File: config.mk
export PLATFORM = sky130hd
export DESIGN_NAME = sdr_rd_ctrl
export DESIGN_NICKNAME = d
export VERILOG_FILES = /design/src/rtl/sdr_rd_pkg.sv /design/src/rtl/sdr_open_rows.sv /design/src/rtl/sdr_lat_pipe.sv /design/src/rtl/sdr_rd_ctrl.sv
export SDC_FILE = /design/constraint.sdc
export NUM_CORES = 1
export LEC_CHECK = 0
export ABC_AREA = 1
export BUFFER_PORTS_ARGS = -buffer_cell sky130_fd_sc_hd__buf_2
export CAP_MARGIN = 20
export CELL_PAD_IN_SITES_DETAIL_PLACEMENT = 2
export CELL_PAD_IN_SITES_GLOBAL_PLACEMENT = 2
export CORE_MARGIN = 4
export CORE_UTILIZATION = 35
export DETAILED_ROUTE_END_ITERATION = 6
export GPL_ROUTABILITY_DRIVEN = 0
export MAX_ROUTING_LAYER = met4
export PLACE_DENSITY = 0.87
export SYNTH_ARGS = -nofsm -noshare
export SYNTH_HDL_FRONTEND = slang
export SYNTH_SLANG_ARGS = --single-unit
File: constraint.sdc
create_clock -name clk -period 5.7 [get_ports clk]
set_input_delay 0.285 -clock clk [delete_from_list [all_inputs] [get_ports clk]]
set_output_delay 0.285 -clock clk [all_outputs]
set_load 0.01 [all_outputs]
File: src/rtl/sdr_rd_pkg.sv
package sdr_rd_pkg;

  // {cs_n, ras_n, cas_n, we_n}
  typedef enum logic [3:0] {
    CMD_NOP = 4'b0111,
    CMD_ACT = 4'b0011,
    CMD_RD  = 4'b0101,
    CMD_PRE = 4'b0010
  } sdr_cmd_e;

  typedef enum logic [2:0] {
    S_IDLE, S_PRE, S_TRP, S_ACT, S_TRCD, S_RD, S_SPEC, S_BUF
  } seq_state_e;

  // tag travelling with a READ until its data is sampled
  typedef struct packed {
    logic vld;
    logic last;
    logic spec;
    logic gen;
  } rd_tag_t;

  // a programmed gap of zero behaves as one cycle
  function automatic logic [7:0] gap_cycles(input logic [7:0] cfg);
    return (cfg == 8'd0) ? 8'd1 : cfg;
  endfunction

  function automatic logic [4:0] burst_beats(input logic [1:0] code);
    case (code)
      2'd1:    return 5'd4;
      2'd2:    return 5'd8;
      2'd3:    return 5'd16;
      default: return 5'd1;
    endcase
  endfunction

  function automatic logic [1:0] cas_slots(input logic [1:0] cl);
    return (cl == 2'd0) ? 2'd1 : cl;
  endfunction

endpackage

File: src/rtl/sdr_open_rows.sv
module sdr_open_rows #(
  parameter int BANK_W = 2,
  parameter int ROW_W  = 13
) (
  input  logic              clk,
  input  logic              rst_n,
  input  logic [BANK_W-1:0] lk_bank,
  input  logic [ROW_W-1:0]  lk_row,
  output logic              lk_open,
  output logic              lk_hit,
  input  logic              upd_en,
  input  logic [BANK_W-1:0] upd_bank,
  input  logic [ROW_W-1:0]  upd_row
);
  localparam int BANKS = 1 << BANK_W;

  logic [BANKS-1:0] vld_q;
  logic [ROW_W-1:0] row_q [BANKS];

  always_ff @(posedge clk or negedge rst_n) begin
    if (!rst_n) begin
      vld_q <= '0;
      for (int b = 0; b < BANKS; b++) row_q[b] <= '0;
    end else if (upd_en) begin
      vld_q[upd_bank] <= 1'b1;
      row_q[upd_bank] <= upd_row;
    end
  end

  assign lk_open = vld_q[lk_bank];
  assign lk_hit  = lk_open && (row_q[lk_bank] == lk_row);

endmodule

File: src/rtl/sdr_lat_pipe.sv
module sdr_lat_pipe
  import sdr_rd_pkg::*;
#(
  parameter int DATA_W = 32,
  parameter int MAX_CL = 3
) (
  input  logic              clk,
  input  logic              rst_n,
  input  logic              ins_en,
  input  rd_tag_t           ins_tag,
  input  logic [1:0]        cfg_cl,
  input  logic [DATA_W-1:0] sd_dq,
  output logic              cap_vld,
  output logic              cap_last,
  output logic              cap_spec,
  output logic              cap_gen,
  output logic [DATA_W-1:0] cap_data
);
  localparam int IDX_W = $clog2(MAX_CL + 1);

  rd_tag_t           slot_q [MAX_CL+1];
  logic [IDX_W-1:0]  ins_idx;

  assign ins_idx = IDX_W'(cas_slots(cfg_cl));

  // slot MAX_CL..0 moves one step per cycle; slot 0 marks the sampling cycle
  always_ff @(posedge clk or negedge rst_n) begin
    if (!rst_n) begin
      for (int i = 0; i <= MAX_CL; i++) slot_q[i] <= '0;
    end else begin
      for (int i = 0; i < MAX_CL; i++) slot_q[i] <= slot_q[i+1];
      slot_q[MAX_CL] <= '0;
      if (ins_en) slot_q[ins_idx] <= ins_tag;
    end
  end

  always_ff @(posedge clk or negedge rst_n) begin
    if (!rst_n) begin
      cap_vld  <= 1'b0;
      cap_last <= 1'b0;
      cap_spec <= 1'b0;
      cap_gen  <= 1'b0;
      cap_data <= '0;
    end else begin
      cap_vld  <= slot_q[0].vld;
      cap_last <= slot_q[0].last;
      cap_spec <= slot_q[0].spec;
      cap_gen  <= slot_q[0].gen;
      if (slot_q[0].vld) cap_data <= sd_dq;
    end
  end

endmodule

File: src/rtl/sdr_rd_ctrl.sv
module sdr_rd_ctrl
  import sdr_rd_pkg::*;
#(
  parameter int BANK_W = 2,
  parameter int ROW_W  = 13,
  parameter int COL_W  = 8,
  parameter int DATA_W = 32,
  parameter int CFG_W  = 4
) (
  input  logic                          clk,
  input  logic                          rst_n,
  input  logic [CFG_W-1:0]              cfg_trp,
  input  logic [CFG_W-1:0]              cfg_trcd,
  input  logic [1:0]                    cfg_cl,
  input  logic                          req_valid,
  output logic                          req_ready,
  input  logic [BANK_W+ROW_W+COL_W-1:0] req_addr,
  input  logic [1:0]                    req_len,
  input  logic                          bus_hold,
  output logic                          sd_cs_n,
  output logic                          sd_ras_n,
  output logic                          sd_cas_n,
  output logic                          sd_we_n,
  output logic [BANK_W-1:0]             sd_ba,
  output logic [ROW_W-1:0]              sd_addr,
  input  logic [DATA_W-1:0]             sd_dq,
  output logic                          rd_valid,
  output logic [DATA_W-1:0]             rd_data,
  output logic                          rd_last
);
  localparam int ADDR_W = BANK_W + ROW_W + COL_W;

  seq_state_e        state_q;
  sdr_cmd_e          cmd_q;
  logic [BANK_W-1:0] ba_q, cur_bank;
  logic [ROW_W-1:0]  addr_q, cur_row;
  logic [COL_W-1:0]  cur_col;
  logic [4:0]        left_q;
  logic              fixed_q;
  logic [CFG_W-1:0]  cnt_q;
  logic              spec_live_q, spec_full_q, gen_q;
  logic [ADDR_W-1:0] spec_addr_q;
  logic [DATA_W-1:0] spec_data_q, buf_data_q;
  logic              buf_rv_q;

  logic [BANK_W-1:0] req_bank;
  logic [ROW_W-1:0]  req_row;
  logic              lk_open, lk_hit;
  logic [7:0]        trp_gap, trcd_gap;

  logic              cap_vld, cap_last, cap_spec, cap_gen;
  logic [DATA_W-1:0] cap_data;
  rd_tag_t           ins_tag;

  // named internal events
  logic acc, spec_match, col_last;
  logic ev_pre, ev_act, ev_rd, ev_spec_rd, ev_serve, ev_drop, ev_fill;
  logic rd_end, rd_spec_next;

  assign req_bank = req_addr[ADDR_W-1 -: BANK_W];
  assign req_row  = req_addr[COL_W +: ROW_W];
  assign trp_gap  = gap_cycles(8'(cfg_trp));
  assign trcd_gap = gap_cycles(8'(cfg_trcd));

  assign req_ready  = (state_q == S_IDLE);
  assign acc        = req_valid && req_ready;
  assign spec_match = (req_len == 2'd0) && spec_live_q && (req_addr == spec_addr_q);
  assign col_last   = &cur_col;

  assign ev_pre     = (state_q == S_PRE);
  assign ev_act     = (state_q == S_ACT);
  assign ev_rd      = (state_q == S_RD);
  assign ev_spec_rd = (state_q == S_SPEC);
  assign ev_serve   = (state_q == S_BUF) && spec_full_q;
  assign ev_drop    = acc && !spec_match;
  assign ev_fill    = cap_vld && cap_spec && (cap_gen == gen_q) && spec_live_q;

  // fixed burst finishes on count, row end or a bus stall
  assign rd_end       = ev_rd && (!fixed_q || left_q == 5'd1 || col_last || bus_hold);
  assign rd_spec_next = !col_last && (!fixed_q || (bus_hold && left_q != 5'd1));

  assign ins_tag = '{vld:  1'b1,
                     last: ev_spec_rd ? 1'b1 : rd_end,
                     spec: ev_spec_rd,
                     gen:  ev_spec_rd ? ~gen_q : gen_q};

  sdr_open_rows #(.BANK_W(BANK_W), .ROW_W(ROW_W)) i_rows (
    .clk      (clk),
    .rst_n    (rst_n),
    .lk_bank  (req_bank),
    .lk_row   (req_row),
    .lk_open  (lk_open),
    .lk_hit   (lk_hit),
    .upd_en   (ev_act),
    .upd_bank (cur_bank),
    .upd_row  (cur_row)
  );

  sdr_lat_pipe #(.DATA_W(DATA_W), .MAX_CL(3)) i_pipe (
    .clk      (clk),
    .rst_n    (rst_n),
    .ins_en   (ev_rd || ev_spec_rd),
    .ins_tag  (ins_tag),
    .cfg_cl   (cfg_cl),
    .sd_dq    (sd_dq),
    .cap_vld  (cap_vld),
    .cap_last (cap_last),
    .cap_spec (cap_spec),
    .cap_gen  (cap_gen),
    .cap_data (cap_data)
  );

  always_ff @(posedge clk or negedge rst_n) begin
    if (!rst_n) begin
      state_q     <= S_IDLE;
      cmd_q       <= CMD_NOP;
      ba_q        <= '0;
      addr_q      <= '0;
      cur_bank    <= '0;
      cur_row     <= '0;
      cur_col     <= '0;
      left_q      <= '0;
      fixed_q     <= 1'b0;
      cnt_q       <= '0;
      spec_live_q <= 1'b0;
      spec_full_q <= 1'b0;
      gen_q       <= 1'b0;
      spec_addr_q <= '0;
      spec_data_q <= '0;
      buf_data_q  <= '0;
      buf_rv_q    <= 1'b0;
    end else begin
      cmd_q    <= CMD_NOP;
      buf_rv_q <= 1'b0;
      if (ev_fill) begin
        spec_full_q <= 1'b1;
        spec_data_q <= cap_data;
      end
      if (ev_drop) begin
        spec_live_q <= 1'b0;
        spec_full_q <= 1'b0;
      end
      case (state_q)
        S_IDLE: if (acc) begin
          cur_bank <= req_bank;
          cur_row  <= req_row;
          cur_col  <= req_addr[COL_W-1:0];
          left_q   <= burst_beats(req_len);
          fixed_q  <= (req_len != 2'd0);
          if (spec_match)   state_q <= S_BUF;
          else if (lk_hit)  state_q <= S_RD;
          else if (lk_open) state_q <= S_PRE;
          else              state_q <= S_ACT;
        end
        S_PRE: begin
          cmd_q  <= CMD_PRE;
          ba_q   <= cur_bank;
          addr_q <= '0;
          if (trp_gap == 8'd1) state_q <= S_ACT;
          else begin
            cnt_q   <= CFG_W'(trp_gap - 8'd2);
            state_q <= S_TRP;
          end
        end
        S_TRP: begin
          if (cnt_q == '0) state_q <= S_ACT;
          else             cnt_q   <= cnt_q - 1'b1;
        end
        S_ACT: begin
          cmd_q  <= CMD_ACT;
          ba_q   <= cur_bank;
          addr_q <= cur_row;
          if (trcd_gap == 8'd1) state_q <= S_RD;
          else begin
            cnt_q   <= CFG_W'(trcd_gap - 8'd2);
            state_q <= S_TRCD;
          end
        end
        S_TRCD: begin
          if (cnt_q == '0) state_q <= S_RD;
          else             cnt_q   <= cnt_q - 1'b1;
        end
        S_RD: begin
          cmd_q   <= CMD_RD;
          ba_q    <= cur_bank;
          addr_q  <= ROW_W'(cur_col);
          cur_col <= cur_col + 1'b1;
          left_q  <= left_q - 5'd1;
          if (rd_end) state_q <= rd_spec_next ? S_SPEC : S_IDLE;
        end
        S_SPEC: begin
          cmd_q       <= CMD_RD;
          ba_q        <= cur_bank;
          addr_q      <= ROW_W'(cur_col);
          spec_addr_q <= {cur_bank, cur_row, cur_col};
          spec_live_q <= 1'b1;
          spec_full_q <= 1'b0;
          gen_q       <= ~gen_q;
          state_q     <= S_IDLE;
        end
        S_BUF: if (spec_full_q) begin
          buf_rv_q    <= 1'b1;
          buf_data_q  <= spec_data_q;
          spec_live_q <= 1'b0;
          spec_full_q <= 1'b0;
          cur_col     <= cur_col + 1'b1;
          state_q     <= col_last ? S_IDLE : S_SPEC;
        end
        default: state_q <= S_IDLE;
      endcase
    end
  end

  assign {sd_cs_n, sd_ras_n, sd_cas_n, sd_we_n} = cmd_q;
  assign sd_ba    = ba_q;
  assign sd_addr  = addr_q;

  assign rd_valid = (cap_vld && !cap_spec) || buf_rv_q;
  assign rd_data  = buf_rv_q ? buf_data_q : cap_data;
  assign rd_last  = buf_rv_q || (cap_vld && !cap_spec && cap_last);

endmodule

==> metrics, run 1 <==
I/O pin total 125; share of layout cells above drive strength 1 14.4%; Yosys cell types 44; Max clock buf depth 3; initial core utilization 35.6%; per-cell routed wire length 19.9 um; Final ANT Viol Nets 0; final setup vio count 0; portion of total power attributed to sequential cells 40.4%; Pwr Total 7190 uW; maxcap violations 0; synthesized net count 1404; clock share of power 26.1%; DR vias 9726; CTS tree built; critical path type reg2reg; Net Sw Power 2790 uW; initial DRC count 544; #FFs+latches synth 253; gr ovfl total 0; die width 187 um; clk sinks 253; minimum clock period after layout 2.50 ns; count leader, synth nand2_1; Synth Warn # 0; Post-synth top cells 451 x nand2_1, 250 x dfrtp_1, 216 x o21ai_0; clk_lat worst skew 0.55 ns; share of the synthesized area in the top cell type 55.5%; Max transition margin 39.7%; Startpoint Class flip-flop; worst-path fanout max 27; Setup Buffers After CTS 0; status finished, final reports clean; P&R area growth vs syn 20.1%; Net Sw Frac 38.8%; Place WS 2.56 ns; Clock H-tree levels 1; final wirelength 37.5 mm; Final HPWL DP 22.9 mm; Avg Cell Area, Syn 8.49 sq um; fillers 3503; dominant synthesized flop cell dfrtp_1; CP arrival 2.94 ns; Remaining DRCs 0; Synth Cell Area 11300 sq um; combinational share of power 33.5%; final worst slack 3.20 ns; final worst-path cycle share 43.9%; Final Instance Area 13500 sq um; PD cells 531 nW/um^2; GRT Total Usage 21.7%; Crit path required time 6.13 ns; CP Capture Type flip-flop; clk root buf clkbuf_16; Worst-Margin Slew 0.904 ns; Placed Area 12100 sq um; post-route core utilization 42.8%; first-pass GRT wire length 60.6 mm; Worst Clk Skew 0.0156 ns; multi-input logic area 4140 sq um; I/O Buffers 123; RSZ-0062 raised after global routing false; CTS clk-pin slew, worst paths 0.06 ns; VDD IR max 0.258 mV; Final Hold Viols 0; Core ar. 31600 sq um; Num CTS Buffers 29; die footprint 35100 sq um; final count of pins violating max slew 0; Post-Syn Instances 1327; drt pass-1 iters 4; synth top area cells dfrtp_1 56%, nand2_1 15%, o21ai_0 9.6%; post-layout net count 1535; largest net degree at the start of global routing 149; Seq/Total Area, Yosys 56.2%; FF/Latch Area 6340 sq um; # rows 65; P_leak 0.00661 uW; die height 187 um; Via-to-Cell Ratio 5.16; Fin Setup TNS 0 ns; Hold Path Class in2reg; Cell Int Power 4400 uW; Post-synth EDFFs 0; dominant cell type by area after synthesis dfrtp_1; Max Clk Rate 0.399 GHz; Async SR Flop Fraction 100%; vias in the first global route 10900; antenna violations before repair 1
-- layout by cell type (no fill, tap or decap), types with 7 or more instances in the layout --
cell type	instances
clkbuf_1	7
xor2_1	9
o211ai_1	7
clkbuf_16	29
inv_1	112
dfrtp_1	248
nor2_1	37
o221ai_1	9
o22ai_1	8
inv_2	8
xnor2_1	12
nand2_1	451
buf_2	122
clkbuf_8	11
nand4_1	14
o21ai_1	7
dlygate4sd3_1	38
a21oi_1	10
nand3_1	52
o21ai_0	216
-- metrics by stage --
stage               hold WS (ns)  std cells
floorplan                -0.0106       1327
global placement           0.332       1788
detailed placement         0.337       1788
CTS                      0.00831       1880
global route              0.0194       1884
finish                    0.0249       1884
-- logic make-up (layout without fill, tap and decap cells) --
family | count (synthesis) | in the layout | share of synthesized area (%)
AOI/OAI and AO/OA | 271 | 271 | 13.1
DFF | 253 | 253 | 56.2
adders and majority gates | 6 | 6 | 0.667
and+or+nand+nor | 584 | 584 | 21.4
other | 1 | 2 | 0.0333
xor gates and xnor gates | 21 | 21 | 1.63
buffers and inverters | 191 | 345 | 7.02
-- metal layers --
metal	wire length [um]	part of all wire (%)	track usage [%]
met1	15900	42	26.1
met3	1170	3.1	2.87
met4	694	1.8	4.35
met5	0	0	-
met2	19800	53	39.4
-- repair_timing --
action                    in CTS  in global routing
hold buffers                  38                  0
resized for setup              0                  0
hold endpoints to repair     141                  0
-- layout make-up --
class,instances,area share (%)
Multi-Input combinational cell,883,30.6
Tap cell,402,3.72
Timing Repair Buffer,168,8.25
Antenna cell,1,0.0185
Clock inverter,7,0.472
Inverter,123,3.45
Clock buffer,47,6.68
Sequential cell,253,46.8
-- registers in the layout (all words and copies together), names as in the netlist, 2 cells and up --
signal           count
cnt_q                4
spec_data_q         32
i_pipe.slot_q       16
i_pipe.cap_data     32
left_q               5
state_q              3
cur_row             13
i_rows.vld_q         4
sd_ba                2
buf_data_q          32
cur_bank             2
sd_addr             13
cmd_q                3
spec_addr_q         23
i_rows.row_q        52
cur_col              8
-- critical path, stage by stage, from the launching register on --
cell and delay [ns]:
dfrtp_1 0.50, inv_4 0.14, nand3_1 0.31, buf_16 0.29, clkinv_1 0.19, nand3_2 0.52, o21ai_0 0.43
-- path summary, 6_finish.rpt --
kind	start	to	slack, ns	cells after the start
max in group asynchronous	rst_n	cnt_q[3]	4.01	3
worst max-delay path	state_q[2]	i_rows.row_q[50]	3.20	6
worst max register to register	state_q[2]	i_rows.row_q[50]	3.20	6
worst min register to register	i_pipe.slot_q[8]	i_pipe.slot_q[12]	0.35	0
worst min-delay path	req_addr[11]	cur_row[3]	0.02	3
min in group asynchronous	rst_n	buf_data_q[11]	0.36	2
-- power groups by stage --
stage / sequential [uW] / clock (uW) / combinational [uW]
finish: 2900 / 1880 / 2410
global route: 2980 / 2010 / 2730
CTS: 2940 / 1920 / 2340
detailed placement: 2950 / 0 / 2260
global placement: 2890 / 0 / 2100
floorplan: 2780 / 0 / 1560
No activity file was read; power rests on OpenSTA's default activity.
==> inputs of run 2 (changes only) <==
--- a/config.mk
+++ b/config.mk
@@ -5,7 +5,7 @@
 export SDC_FILE = /design/constraint.sdc
 export NUM_CORES = 1
 export LEC_CHECK = 0
-export ABC_AREA = 1
+export ABC_AREA = 0
 export BUFFER_PORTS_ARGS = -buffer_cell sky130_fd_sc_hd__buf_2
 export CAP_MARGIN = 20
 export CELL_PAD_IN_SITES_DETAIL_PLACEMENT = 2
@@ -15,7 +15,7 @@
 export DETAILED_ROUTE_END_ITERATION = 6
 export GPL_ROUTABILITY_DRIVEN = 0
 export MAX_ROUTING_LAYER = met4
-export PLACE_DENSITY = 0.87
+export PLACE_DENSITY = 0.82
 export SYNTH_ARGS = -nofsm -noshare
 export SYNTH_HDL_FRONTEND = slang
 export SYNTH_SLANG_ARGS = --single-unit
==> constraint.sdc (replaced) <==
create_clock -name clk -period 2.1 [get_ports clk]
set_input_delay 0.105 -clock clk [delete_from_list [all_inputs] [get_ports clk]]
set_output_delay 0.105 -clock clk [all_outputs]
set_load 0.01 [all_outputs]
==> run 2 against run 1 <==
Against the previous run: clock skew is 0.0062 ns higher; register-to-register slack worse by 3.1 ns; via count is 14% lower; global-route usage is 0.10 points higher; critical path type is now reg2out; largest power group unchanged; highest routed layer unchanged.
==> metrics, run 2 <==
status finished, final reports clean (unchanged); Core ar. 31800 sq um (was 31600 sq um); placed cells 1504 (was 1788); hold path depth 4 (was 3); most frequent cells in the layout 248 x dfrtp_1, 188 x mux2_2, 149 x nand2_1, 122 x buf_2, 62 x dlygate4sd3_1 (was 451 x nand2_1, 248 x dfrtp_1, 216 x o21ai_0, 122 x buf_2, 112 x inv_1); clk sinks 253 (unchanged); antenna fix cells 0 (was 1); Post-Syn Instances 937 (was 1327); max reg flops 52 (unchanged); Clock H-tree levels 1 (unchanged); CTS tree built (unchanged); synth top area cells dfrtp_1 55%, mux2_2 19%, nand2_1 4.9% (was dfrtp_1 56%, nand2_1 15%, o21ai_0 9.6%); worst hold endpoint cur_col[6] (was cur_row[3]); vias in the first global route 9771 (was 10900); share of the synthesized area in the top cell type 55.0% (was 55.5%); FF-to-FF path depth 7 (was 6); dominant cell type by area after synthesis dfrtp_1 (unchanged); Synth Cell Area 11400 sq um (was 11300 sq um); die width 188 um (was 187 um); # rows 65 (unchanged); post-route core utilization 45.7% (was 42.8%); maxcap violations 0 (unchanged); combinational share of power 36.7% (was 33.5%); I/O Buffers 123 (unchanged); CP arrival 1.91 ns (was 2.94 ns); clk_lat worst skew 0.55 ns (about the same); Critical Path, Cell by Cell or3_1 -> buf_4 -> inv_2 -> buf_4 -> buf_2 (was inv_4 -> nand3_1 -> buf_16 -> clkinv_1 -> nand3_2 -> o21ai_0); dominant synthesized flop cell dfrtp_1 (unchanged); critical path's slowest cell dfrtp_2 (was nand3_2); share of layout cells above drive strength 1 37.6% (was 14.4%); #FFs+latches synth 253 (unchanged); synthesized net count 1014 (was 1404); initial core utilization 35.8% (was 35.6%); PD cells 1450 nW/um^2 (was 531 nW/um^2); hold wc startpoint req_addr[6] (was req_addr[11]); worst-path fanout max 6 (was 27); Net Sw Frac 36.7% (was 38.8%); gr ovfl total 0 (unchanged); hold_ws 0.0215 ns (was 0.0249 ns); largest net degree at the start of global routing 71 (was 149); I/O pin total 125 (unchanged); Worst Clk Skew 0.0218 ns (was 0.0156 ns); most common cell after layout, fill and taps aside dfrtp_1 (was nand2_1); Max Clk Rate 0.497 GHz; count leader, synth dfrtp_1 (was nand2_1); final worst slack 0.0860 ns (was 3.20 ns); Seq/Total Area, Yosys 55.7% (was 56.2%); Final HPWL DP 24.7 mm (was 22.9 mm); Worst Path Buf+Inv 4 (was 3); Post-synth EDFFs 0 (unchanged); Top reg by flops i_rows.row_q (unchanged); final worst-path cycle share 95.9%; Hold Path Class in2reg (unchanged); Net Sw Power 7750 uW (was 2790 uW); final wirelength 37.6 mm (was 37.5 mm); portion of total power attributed to sequential cells 38.9% (was 40.4%); Place WS -0.0591 ns (was 2.56 ns); Yosys cell types 52 (was 44); Remaining DRCs 0 (unchanged); final count of pins violating max slew 0 (unchanged); Via-to-Cell Ratio 5.16 (about the same); Max clock buf depth 3 (unchanged); per-cell routed wire length 23.2 um (was 19.9 um); slowest stage delay, CP 0.44 ns (was 0.52 ns); Async SR Flop Fraction 100% (unchanged); CTS clk-pin slew, worst paths 0.07 ns (was 0.06 ns); VDD IR max 0.719 mV (was 0.258 mV); clock share of power 24.4% (was 26.1%); die footprint 35400 sq um (was 35100 sq um); first-pass GRT wire length 59.4 mm (was 60.6 mm); Post-synth top cells 250 x dfrtp_1, 188 x mux2_2, 149 x nand2_1 (was 451 x nand2_1, 250 x dfrtp_1, 216 x o21ai_0); fillers 3137 (was 3503); Top delay family on crit path buffers and inverters (was simple AND/OR/NAND/NOR gates); GRT Total Usage 21.8% (was 21.7%); FF-to-FF Start state_q[1] (was state_q[2]); R2R Path End left_q[3] (was i_rows.row_q[50]); die height 188 um (was 187 um); Setup crit start state_q[1] (was state_q[2]); Num CTS Buffers 29 (unchanged); DR vias 8363 (was 9726); Final ANT Viol Nets 0 (unchanged); initial DRC count 300 (was 544); Synth Warn # 0 (unchanged); final setup vio count 0 (unchanged); Worst-Margin Slew 0.598 ns (was 0.904 ns); Cell Int Power 13400 uW (was 4400 uW); most frequent CP cell buf_4; Crit path required time 2.00 ns (was 6.13 ns); P&R area growth vs syn 27.9% (was 20.1%); critical path type reg2out (was reg2reg); minimum clock period after layout 2.01 ns; Avg Cell Area, Syn 12.1 sq um (was 8.49 sq um); R2R setup slack 0.09 ns (was 3.20 ns); antenna violations before repair 0 (was 1); post-layout net count 1242 (was 1535); Max transition margin 60.1% (was 39.7%); drt pass-1 iters 4 (unchanged); Startpoint Class flip-flop (unchanged); P_leak 0.00696 uW (was 0.00661 uW); Final Non-Filler Cells 1621 (was 1884); CP Capture Type output pin (was flip-flop); Final Hold Viols 0 (unchanged); clk root buf clkbuf_16 (unchanged)
-- run 2: layer usage --
| metal | GRT usage [%] | share of wire, % | vias to the layer above | wire length, um |
|---|---|---|---|---|
| met2 | 39.7 | 53 | 171 | 20000 |
| met1 | 25.7 | 41 | 4388 | 15400 |
| met5 | - | 0 | - | 0 |
| met4 | 5.22 | 2.5 | 0 | 945 |
| met3 | 3.00 | 3.5 | 60 | 1300 |
| li1 | - | - | 3744 | - |
-- run 2: how the worst max path moves through the flow --
stage,to,depth (start not counted)
floorplan,i_rows.row_q[26],6
global route,left_q[3],7
finish,req_ready,5
detailed placement,state_q[2],7
CTS,state_q[2],7
global placement,state_q[2],9
-- run 2: kinds of logic (layout without fill, tap and decap cells) --
logic type | Yosys count | in the layout | share of synthesized area (%)
buffers and inverters | 64 | 313 | 2.44
and+or+nand+nor | 253 | 253 | 9.52
adders and majority gates | 6 | 6 | 0.660
other | 1 | 1 | 0.0330
DFF | 253 | 253 | 55.7
muxes | 209 | 209 | 22.2
AOI/OAI and AO/OA | 106 | 106 | 5.96
xor gates and xnor gates | 45 | 45 | 3.47
-- run 2: power by group through the flow --
stage | Combinational, uW | Clock (uW) | Sequential [uW]
after floorplan | 4590 | 0 | 7720
after detailed placement | 7430 | 0 | 8240
after CTS | 7740 | 5260 | 8210
after global routing | 8510 | 5550 | 8430
final | 7750 | 5150 | 8200
after global placement | 7020 | 0 | 8020
-- run 2: worst min-delay path, cell delays in order --
cell and delay (ns):
buf_2 0.11, nor2_1 0.05, a31oi_1 0.13, o22a_1 0.14
-- run 2: metrics by stage --
step	total power (uW)	cell area, sq um	TNS, ns
after floorplan	12300	11400	0
after global placement	15000	12900	-0.00859
after detailed placement	15700	12900	-0.0930
after CTS	21200	14500	0
after global routing	22500	14500	-0.0638
final	21100	14500	0
-- run 2: what timing repair did --
action                     in CTS  in global routing
pin swaps                       0                  0
hold endpoints to repair      162                  0
resized for setup               4                  7
buffers inserted                2                  1
setup endpoints to repair       6                 11
hold buffers                   62                  0
-- run 2: layout make-up --
| type | count | area, sq um | area share (%) |
|---|---|---|---|
| clock buffer | 37 | 806 | 5.54 |
| sequential | 253 | 6340 | 43.6 |
| clock inverter | 15 | 164 | 1.13 |
| timing repair buffer | 247 | 1850 | 12.7 |
| tap | 435 | 544 | 3.74 |
| multi-input combinational | 620 | 4790 | 32.9 |
| inverter | 14 | 52.6 | 0.361 |
==> inputs of run 3 (changes only) <==
--- a/config.mk
+++ b/config.mk
@@ -15,7 +15,7 @@
 export DETAILED_ROUTE_END_ITERATION = 6
 export GPL_ROUTABILITY_DRIVEN = 0
 export MAX_ROUTING_LAYER = met4
-export PLACE_DENSITY = 0.82
+export PLACE_DENSITY_LB_ADDON = 0.1
 export SYNTH_ARGS = -nofsm -noshare
 export SYNTH_HDL_FRONTEND = slang
 export SYNTH_SLANG_ARGS = --single-unit
==> run 3 against run 2 <==
Against the previous run: design area is essentially flat; total power shrank 1.6%; critical path depth is the same; wire length shrank 9.8%; combinational power shrank 5.0%; critical path type unchanged; critical endpoint unchanged; highest routed layer unchanged.
==> metrics, run 3 (synthesis gave the netlist of run 2 again) <==
status finished, final reports clean (unchanged); Final ANT Viol Nets 0 (unchanged); Fin Setup TNS 0 ns (unchanged); Startpoint Class flip-flop (unchanged); Final HPWL DP 22.7 mm (was 24.7 mm); die footprint 35400 sq um (unchanged); Core ar. 31800 sq um (unchanged); FF/Latch Area 6340 sq um (about the same); clk sinks 253 (unchanged); Worst Clk Skew 0.0106 ns (was 0.0218 ns); most common cell after layout, fill and taps aside dfrtp_1 (unchanged); CTS clk-pin slew, worst paths 0.06 ns (was 0.07 ns); Hold Path Class in2reg (unchanged); Max transition margin 62.9% (was 60.1%); P_leak 0.00698 uW (was 0.00696 uW); worst-path fanout max 6 (unchanged); most frequent cells in the layout 249 x dfrtp_1, 188 x mux2_2, 149 x nand2_1, 122 x buf_2, 61 x dlygate4sd3_1 (was 248 x dfrtp_1, 188 x mux2_2, 149 x nand2_1, 122 x buf_2, 62 x dlygate4sd3_1); Worst-Margin Slew 0.554 ns (was 0.598 ns); PD cells 1430 nW/um^2 (was 1450 nW/um^2); Crit path required time 2.00 ns (about the same); CP Capture Type output pin (unchanged); Top reg by flops i_rows.row_q (unchanged); Max Clk Rate 0.500 GHz (was 0.497 GHz); initial core utilization 35.8% (unchanged); clk_lat worst skew 0.55 ns (about the same); antenna fix cells 0 (unchanged); Final Non-Filler Cells 1622 (was 1621); drt pass-1 iters 4 (unchanged); post-layout net count 1242 (unchanged); P&R area growth vs syn 28.1% (was 27.9%); DR vias 8150 (was 8363); FF-to-FF path depth 6 (was 7); maxcap violations 0 (unchanged); final setup vio count 0 (unchanged); gr ovfl total 0 (unchanged); die width 188 um (unchanged); RSZ-0062 raised after global routing false; Max clock buf depth 3 (unchanged); Final Hold Viols 0 (unchanged); die height 188 um (unchanged); CTS tree built (unchanged); hold path depth 4 (unchanged); Clock H-tree levels 1 (unchanged); final count of pins violating max slew 0 (unchanged); critical path type reg2out (unchanged); multi-input logic area 4790 sq um (about the same); vias in the first global route 9258 (was 9771); largest net degree at the start of global routing 56 (was 71); final worst-path cycle share 95.3% (was 95.9%); # rows 65 (unchanged); Via-to-Cell Ratio 5.02 (was 5.16); hold_ws 0.0377 ns (was 0.0215 ns); first-pass GRT wire length 54.6 mm (was 59.4 mm); VDD IR max 0.698 mV (was 0.719 mV); fillers 3213 (was 3137); I/O Buffers 123 (unchanged); Remaining DRCs 0 (unchanged); placed cells 1507 (was 1504); per-cell routed wire length 20.9 um (was 23.2 um); CP arrival 1.90 ns (was 1.91 ns); final wirelength 33.9 mm (was 37.6 mm); share of layout cells above drive strength 1 37.2% (was 37.6%); antenna violations before repair 0 (unchanged); I/O pin total 125 (unchanged); Num CTS Buffers 30 (was 29); initial DRC count 269 (was 300); GRT Total Usage 19.8% (was 21.8%); max reg flops 52 (unchanged); minimum clock period after layout 2.00 ns (was 2.01 ns); clk root buf clkbuf_16 (unchanged)
-- run 3: changes by cell type in the layout (fill, tap and decap cells not counted), sizes merged --
cell / before / now
dlygate4sd3: 62 / 61
clkinvlp: 4 / 1
clkinv: 8 / 7
clkbuf: 37 / 44
bufinv: 3 / 2
-- run 3: through the flow --
step	utilization [%]	setup slack, ns	power (uW)	instance area [sq um]
floorplan	-	0.275	12300	11400
global placement	40.6	-0.0519	15200	12900
detailed placement	40.6	-0.0722	15500	12900
CTS	45.7	0.00701	21000	14500
global route	45.8	0.0171	22200	14600
finish	45.8	0.0989	20800	14600
-- run 3: final timing paths --
kind | from | to | slack, ns
hold reg to reg | i_pipe.slot_q[12] | i_pipe.cap_gen | 0.35
min in group asynchronous | rst_n | cur_row[0] | 0.05
hold / removal | req_addr[6] | cur_col[6] | 0.04
setup / recovery | state_q[2] | req_ready | 0.1
max in group asynchronous | rst_n | cmd_q[1] | 1.37
setup reg to reg | i_rows.row_q[26] | state_q[2] | 0.13
-- run 3: cell type report --
cell class                      instances  share of cell area, %
Clock buffer                           44                   6.21
Clock inverter                         10                  0.730
Inverter                               14                  0.361
Multi-Input combinational cell        620                   32.9
Sequential cell                       253                   43.5
Tap cell                              435                   3.74
Timing Repair Buffer                  246                   12.5
-- run 3: repair_timing --
item	4_1_cts	5_1_grt
resized for setup	0	6
hold buffers	61	0
endpoints found under the hold margin	318	0
setup buffers	0	0
endpoints found under the setup margin	0	42
-- run 3: routing by layer --
| layer | part of all wire, % | vias up | track usage, % |
|---|---|---|---|
| met3 | 3.1 | 44 | 2.48 |
| li1 | - | 3740 | - |
| met4 | 1.7 | 0 | 3.44 |
| met1 | 45 | 4248 | 25.6 |
| met2 | 51 | 118 | 34.0 |
| met5 | 0 | - | - |
-- run 3: power by group --
part | internal [uW] | switching, uW
Sequential | 6680 | 1450
Combinational | 3560 | 3800
Clock | 3210 | 2060
Total | 13400 | 7310
-- run 3: worst max-delay path, stage by stage, from the launching register on --
cell and delay, ns:
dfrtp_2 0.44, or3_1 0.40, buf_4 0.16, inv_2 0.08, buf_4 0.14, buf_2 0.13
